===== src/rtl/sincos_pkg.sv =====
// sincos_pkg: constant functions shared by the sine/cosine pipeline.
// Assumes angles are binary angles (half a turn = 2**(aw-1) codes) and
// that all results are elaboration-time constants.
package sincos_pkg;

    localparam real PI_C = 3.14159265358979323846;

    // Micro-rotation angle atan(2**-idx), expressed in binary-angle codes.
    function automatic int angle_step(input int idx, input int aw);
        real r;
        r = $atan(2.0 ** (-idx)) * (2.0 ** (aw - 1)) / PI_C;
        return $rtoi(r + 0.5);
    endfunction

    // Largest residual angle expected after stage idx, with rounding slack.
    function automatic int residual_limit(input int idx, input int stages, input int aw);
        int acc;
        acc = 0;
        for (int j = idx + 1; j < stages; j++) begin
            acc += angle_step(j, aw);
        end
        return acc + stages;
    endfunction

    // Inverse of the accumulated rotation gain, scaled by 2**frac.
    function automatic int gain_seed(input int stages, input int frac);
        real g;
        g = 1.0;
        for (int j = 0; j < stages; j++) begin
            g = g / $sqrt(1.0 + 2.0 ** (-2 * j));
        end
        return $rtoi(g * (2.0 ** frac) + 0.5);
    endfunction

endpackage


===== src/rtl/sincos_fold.sv =====
// sincos_fold: brings any binary angle into [-pi/2, pi/2) by adding half a
// turn when the two top bits differ, and flags that the results must be
// negated. Purely combinational; assumes AW >= 3.
module sincos_fold #(
    parameter int AW = 16,
    parameter int ZW = AW + 1
) (
    input  logic [AW-1:0]        angle_i,
    output logic signed [ZW-1:0] z_o,
    output logic                 flip_o
);

    localparam int QUARTER = 2 ** (AW - 2);

    logic [AW-1:0] folded;

    // Fold the angle by half a turn when it lies in the rear half-plane.
    always_comb begin
        flip_o = angle_i[AW-1] ^ angle_i[AW-2];
        folded = {angle_i[AW-1] ^ flip_o, angle_i[AW-2:0]};
        z_o    = {{(ZW - AW){folded[AW-1]}}, folded};
    end

    // the folded angle must sit inside the convergence range.
    always_comb begin
        p_fold_range_r5: assert (z_o >= -QUARTER && z_o < QUARTER);
    end

endmodule


===== src/rtl/sincos_stage.sv =====
// sincos_stage: one registered rotation-mode micro-rotation with a fixed
// shift SHIFT and fixed angle STEP. The direction follows the sign of the
// incoming residual angle. Valid and fold flags are carried unchanged.
module sincos_stage #(
    parameter int XW     = 18,
    parameter int ZW     = 17,
    parameter int SHIFT  = 0,
    parameter int STEP   = 0,
    parameter int LIMIT  = 0,
    parameter int MAGMAX = 0
) (
    input  logic                 clk,
    input  logic                 rst_n,
    input  logic                 vld_i,
    input  logic                 flip_i,
    input  logic signed [XW-1:0] x_i,
    input  logic signed [XW-1:0] y_i,
    input  logic signed [ZW-1:0] z_i,
    output logic                 vld_q,
    output logic                 flip_q,
    output logic signed [XW-1:0] x_q,
    output logic signed [XW-1:0] y_q,
    output logic signed [ZW-1:0] z_q
);

    localparam logic signed [ZW-1:0] STEP_Z = ZW'(STEP);

    logic signed [XW-1:0] x_sh;
    logic signed [XW-1:0] y_sh;

    // Hard-wired arithmetic shifts of the operands.
    always_comb begin
        x_sh = x_i >>> SHIFT;
        y_sh = y_i >>> SHIFT;
    end

    // Rotate toward zero residual and register the result.
    always_ff @(posedge clk) begin
        if (!rst_n) begin
            vld_q  <= 1'b0;
            flip_q <= 1'b0;
            x_q    <= '0;
            y_q    <= '0;
            z_q    <= '0;
        end else begin
            vld_q  <= vld_i;
            flip_q <= flip_i;
            if (!z_i[ZW-1]) begin
                x_q <= x_i - y_sh;
                y_q <= y_i + x_sh;
                z_q <= z_i - STEP_Z;
            end else begin
                x_q <= x_i + y_sh;
                y_q <= y_i - x_sh;
                z_q <= z_i + STEP_Z;
            end
        end
    end

    // a valid flag moves exactly one stage per clock.
    p_valid_shift_r6: assert property (@(posedge clk) disable iff (!rst_n)
        vld_i |=> vld_q);

    // the residual angle shrinks within the remaining rotation budget.
    p_residual_r2: assert property (@(posedge clk) disable iff (!rst_n)
        vld_q |-> (z_q <= LIMIT && z_q >= -LIMIT));

    // the rotated vector never grows beyond unit length plus slack.
    p_magnitude_r2: assert property (@(posedge clk) disable iff (!rst_n)
        vld_q |-> (x_q <= MAGMAX && x_q >= -MAGMAX && y_q <= MAGMAX && y_q >= -MAGMAX));

endmodule


===== src/rtl/sincos_post.sv =====
// sincos_post: rounds the guard bits off the final vector and negates it
// when the input angle was folded. Combinational; assumes XW > AW.
module sincos_post #(
    parameter int AW = 16,
    parameter int XW = 18
) (
    input  logic signed [XW-1:0] x_i,
    input  logic signed [XW-1:0] y_i,
    input  logic                 flip_i,
    output logic signed [AW-1:0] cos_o,
    output logic signed [AW-1:0] sin_o
);

    localparam int GUARD = XW - AW;
    localparam int ONE   = 2 ** (AW - 2);

    logic signed [XW-1:0] x_rnd;
    logic signed [XW-1:0] y_rnd;
    logic signed [AW-1:0] x_out;
    logic signed [AW-1:0] y_out;

    // Round to nearest, then apply the fold correction.
    always_comb begin
        x_rnd = (x_i + XW'(2 ** (GUARD - 1))) >>> GUARD;
        y_rnd = (y_i + XW'(2 ** (GUARD - 1))) >>> GUARD;
        x_out = x_rnd[AW-1:0];
        y_out = y_rnd[AW-1:0];
        cos_o = flip_i ? -x_out : x_out;
        sin_o = flip_i ? -y_out : y_out;
    end

    // the results stay within the unit range plus rounding slack.
    always_comb begin
        p_out_range_r2: assert (cos_o <= ONE + 2 && cos_o >= -ONE - 2 &&
                                sin_o <= ONE + 2 && sin_o >= -ONE - 2);
    end

endmodule


===== src/rtl/sincos_pipe.sv =====
// sincos_pipe: fully unrolled rotation-mode pipeline producing cosine and
// sine of a binary angle, one result per clock, STAGES cycles after input.
// Assumes STAGES < AW + GUARD so every shift keeps at least the sign bit.
module sincos_pipe #(
    parameter int AW     = 16,
    parameter int STAGES = 16,
    parameter int GUARD  = 2
) (
    input  logic                 clk,
    input  logic                 rst_n,
    input  logic                 angle_vld_i,
    input  logic [AW-1:0]        angle_i,
    output logic                 res_vld_o,
    output logic signed [AW-1:0] cos_o,
    output logic signed [AW-1:0] sin_o
);

    localparam int XW     = AW + GUARD;
    localparam int ZW     = AW + 1;
    localparam int FRAC   = AW - 2 + GUARD;
    localparam int SEED   = sincos_pkg::gain_seed(STAGES, FRAC);
    localparam int MAGMAX = 2 ** FRAC + 2 * STAGES;

    logic                 vld_c  [STAGES+1];
    logic                 flip_c [STAGES+1];
    logic signed [XW-1:0] x_c    [STAGES+1];
    logic signed [XW-1:0] y_c    [STAGES+1];
    logic signed [ZW-1:0] z_c    [STAGES+1];

    sincos_fold #(
        .AW (AW),
        .ZW (ZW)
    ) u_fold (
        .angle_i (angle_i),
        .z_o     (z_c[0]),
        .flip_o  (flip_c[0])
    );

    // Seed the chain: gain-compensated unit vector on the X axis.
    always_comb begin
        vld_c[0] = angle_vld_i;
        x_c[0]   = XW'(SEED);
        y_c[0]   = '0;
    end

    for (genvar g = 0; g < STAGES; g++) begin : g_stage
        sincos_stage #(
            .XW     (XW),
            .ZW     (ZW),
            .SHIFT  (g),
            .STEP   (sincos_pkg::angle_step(g, AW)),
            .LIMIT  (sincos_pkg::residual_limit(g, STAGES, AW)),
            .MAGMAX (MAGMAX)
        ) u_stage (
            .clk    (clk),
            .rst_n  (rst_n),
            .vld_i  (vld_c[g]),
            .flip_i (flip_c[g]),
            .x_i    (x_c[g]),
            .y_i    (y_c[g]),
            .z_i    (z_c[g]),
            .vld_q  (vld_c[g+1]),
            .flip_q (flip_c[g+1]),
            .x_q    (x_c[g+1]),
            .y_q    (y_c[g+1]),
            .z_q    (z_c[g+1])
        );
    end

    sincos_post #(
        .AW (AW),
        .XW (XW)
    ) u_post (
        .x_i    (x_c[STAGES]),
        .y_i    (y_c[STAGES]),
        .flip_i (flip_c[STAGES]),
        .cos_o  (cos_o),
        .sin_o  (sin_o)
    );

    // Result valid is the flag leaving the last stage.
    always_comb begin
        res_vld_o = vld_c[STAGES];
    end

    // one clock in reset empties the output slot.
    p_reset_clears_r7: assert property (@(posedge clk)
        !rst_n |=> !res_vld_o);

endmodule


===== config.mk =====
export PLATFORM = sky130hd
export DESIGN_NAME = sincos_pipe
export DESIGN_NICKNAME = d
export VERILOG_FILES = /design/src/rtl/sincos_pkg.sv /design/src/rtl/sincos_fold.sv /design/src/rtl/sincos_stage.sv /design/src/rtl/sincos_post.sv /design/src/rtl/sincos_pipe.sv
export SDC_FILE = /design/constraint.sdc
export NUM_CORES = 2
export LEC_CHECK = 0
export BUFFER_PORTS_ARGS = -buffer_cell sky130_fd_sc_hd__buf_4
export CAP_MARGIN = 20
export CORE_ASPECT_RATIO = 0.6
export CORE_MARGIN = 8
export CORE_UTILIZATION = 35
export DETAILED_ROUTE_END_ITERATION = 12
export PLACE_DENSITY = 0.51
export SYNTH_ARGS = -nofsm -noshare
export SYNTH_HDL_FRONTEND = slang
export SYNTH_SLANG_ARGS = --single-unit

===== constraint.sdc =====
create_clock -name clk -period 3.7 [get_ports clk]
set_input_delay 1.11 -clock clk [delete_from_list [all_inputs] [get_ports clk]]
set_output_delay 1.11 -clock clk [all_outputs]
set_load 0.1 [all_outputs]

==> results_dict.tcl <==
set metrics [dict create \
    clock-sinks 811 \
    critPathArrivalTime_ns 3.04 \
    synth.lib_cells_used.distinct 90 \
    io_pins 52 \
    finalCritPeriodShare 1.12 \
    synth_seq_area_share 0.280 \
    i_o_buffers 51 \
    hold_viol_final 0 \
    synth.net_count 7775 \
    syn-mean-instance-area_um2 8.34 \
    final_setup_violation_count 19 \
    tritoncts "yes" \
    rsz0062_at_grt "true" \
    max_h_tree_level 3 \
    tritoncts.num_buffers 87 \
    drtIter0Drc 3627 \
    edff_count_synth 0 \
    path_max_fanout 3 \
    nFillCells 16500 \
    result_of_the_run "complete, but fails checks" \
    worst_pin_slew_ns 0.989 \
    place_ws_ns -0.0284 \
    postSynthRegisterBits 811 \
    fin_nets 7940 \
    placedCellCount 9228 \
    min_path_type "reg -> reg" \
    route.vias.total 48600 \
    placedInstanceArea_mm2 0.0624 \
    path_class "reg -> out" \
    post_route_design_area_mm2 0.0666 \
    core-area_mm2 0.164 \
    grt_busiest_layer "met1" \
    place.gp.congestion 0.887 \
    synth_warnings 0 \
    grt_util_all_layers 0.170 \
    gr_layer_usage_met2 0.206 \
    die_area_mm2 0.179 \
    grt_first_pass_wirelength_um 254000 \
    clk_latency_ns 0.71 \
    die_width_um 541 \
    timing_max_transition_violations_final 0 \
    endpoint_type_of_the_worst_setup_path "output pin" \
    clkSlewWorstSetupHoldPaths_ns 0.07 \
    maxCapViolCount 0 \
    gr-total-overflow 0 \
    areaGrowthSynthToFinish_pct 14.8 \
    largest_net_degree_at_the_start_of_global_routing 88 \
    route.final.wire_length_um 159000 \
    routed_wire_length_per_instance_um 16.9 \
    drive_gt1_frac 0.0870 \
    worst-endpoint-required_ns 2.59 \
    antenna_found_initial 1 \
    ff2ff_setup_slack_ns 0.14 \
    final-instance-count-excl-fill 9405 \
    timing.max_slew.rel_slack 0.340 \
    synth_area_mm2 0.0580 \
    async_flop_share 0 \
    failed_checks "setup timing" \
    crit_path_start_kind "flop" \
    postRouteAntennaNets 0 \
    synth_cells 6950 \
    antenna_cell_count 0 \
    floorplan.initialDensity 0.353 \
    globalRouteMet3Util 0.0252 \
    cts_root_buf "clkbuf_16" \
    grt_util_met1 0.297 \
    rows 115 \
    clk_skew_ns 0.0322 \
    first_global_vias 45500 \
    die_y_um 331 \
    place_hpwl_um 124000 \
    layout.core_utilization 0.406 \
    synth_flop_cell "dfxtp_1" \
    post-route-worst-setup-slack_ns -0.448 \
    final_period_minus_worst_setup_slack_ns 4.15 \
    achievable-frequency_ghz 0.241 \
    via_per_inst 5.17 \
    detailed_routing_iteration_count_for_the_pre_antenna_repair_pass 5 \
    clock_path_buffers 3 \
    drc 0 \
]
==> flip-flops by register name, indices dropped and copies added (netlist names) <==
signal,flops
g_stage.u_stage.flip_q,16
g_stage.u_stage.vld_q,16
g_stage.u_stage.x_q,269
g_stage.u_stage.y_q,272
g_stage.u_stage.z_q,238
==> placed cells by master, fill, tap and decap left out, types with 25 or more instances in the layout <==
master / n
a211oi_1: 82
a21boi_0: 32
a21o_1: 238
a21oi_1: 602
a31oi_1: 71
and2_1: 159
and3_1: 41
buf_12: 26
buf_4: 210
clkbuf_16: 87
dfxtp_1: 799
fa_1: 42
ha_1: 760
inv_1: 310
mux2_2: 25
mux2i_1: 50
nand2_1: 282
nand2b_1: 89
nand3_1: 71
nand4_1: 48
nor2_1: 950
nor2b_1: 91
nor3_1: 179
nor3b_1: 42
nor4_1: 27
o21a_1: 101
o21ai_0: 340
o21bai_1: 69
o31ai_1: 34
or3_1: 36
xnor2_1: 428
xor2_1: 323
==> per-layer routing <==
layer / vias to the layer above / wire [um] / share of wire
li1: 24900 / - / -
met1: 22600 / 94800 / 0.60
met2: 1021 / 53100 / 0.33
met3: 127 / 8650 / 0.054
met4: 0 / 2100 / 0.013
met5: - / 0 / 0
==> layout make-up <==
cell class	instances	area, um^2	share of cell area
timing repair buffer	258	2370	0.0356
sequential	811	16300	0.244
clock inverter	42	557	0.00836
tap	2223	2780	0.0418
multi-input combinational	5642	41000	0.616
clock buffer	114	2420	0.0363
inverter	315	1190	0.0179
==> critical path, stage by stage, from the launching register on <==
cell and delay (ns):
dfxtp_4 0.36, ha_4 0.16, xnor2_1 0.19, nand3_2 0.12, o31ai_4 0.07, nand4_1 0.18, o21bai_4 0.21, or3_4 0.41
o31ai_4 0.26, xnor2_4 0.16, buf_12 0.19
==> per-stage QoR <==
step / hold WS (ns) / TNS, ns
2_1_floorplan: 0.412 / -0.745
3_3_place_gp: 0.413 / -0.0783
3_5_place_dp: 0.417 / -0.0284
4_1_cts: 0.433 / -6.19
5_1_grt: 0.446 / -7.92
6_report: 0.431 / -5.10
==> Yosys cell counts (19+ instances only) <==
master | count | area, um^2
nor2_1 | 953 | 3580
dfxtp_1 | 811 | 16200
ha_1 | 764 | 9560
a21oi_1 | 607 | 3040
xnor2_1 | 459 | 4020
o21ai_0 | 352 | 1760
xor2_1 | 333 | 2920
inv_1 | 312 | 1170
nand2_1 | 291 | 1090
a21o_1 | 239 | 1790
nor3_1 | 187 | 936
and2_1 | 161 | 1010
clkbuf_1 | 161 | 604
o21a_1 | 101 | 758
nor2b_1 | 94 | 588
nand2b_1 | 89 | 557
a211oi_1 | 84 | 631
nand3_1 | 76 | 380
a31oi_1 | 73 | 457
o21bai_1 | 69 | 518
mux2i_1 | 50 | 500
nand4_1 | 48 | 300
nor3b_1 | 44 | 330
and3_1 | 43 | 269
fa_1 | 42 | 841
o31ai_1 | 41 | 308
or3_1 | 36 | 225
a21boi_0 | 33 | 248
nor4_1 | 32 | 200
mux2_2 | 25 | 282
a211o_1 | 22 | 193
or2_2 | 19 | 119
==> kinds of logic after synthesis <==
kind of cell | after synthesis | share of synthesized area
compound gates | 1807 | 0.196
xor+xnor | 793 | 0.120
fa+ha+maj | 806 | 0.179
buf+inv | 497 | 0.0328
flops | 811 | 0.280
mux | 75 | 0.0135
simple gates | 2161 | 0.178
==> final timing paths <==
kind,from,end,depth (start not counted)
hold reg to reg,g_stage[8].u_stage.vld_q,g_stage[9].u_stage.vld_q,1
setup reg to reg,g_stage[6].u_stage.y_q[7],g_stage[7].u_stage.x_q[15],15
hold / removal,g_stage[8].u_stage.vld_q,g_stage[9].u_stage.vld_q,1
setup / recovery,g_stage[15].u_stage.x_q[2],cos_o[15],10
==> repair_timing <==
| action | 4_1_cts | 5_1_grt |
|---|---|---|
| pin swaps | 44 | 22 |
| setup buffers | 14 | 11 |
| endpoints found under the setup margin | 25 | 76 |
| hold buffers | 0 | 0 |
| resized for setup | 143 | 85 |
Power is not shown: default switching activity piles up to over one toggle a cycle in this logic, so the estimate is an artifact.
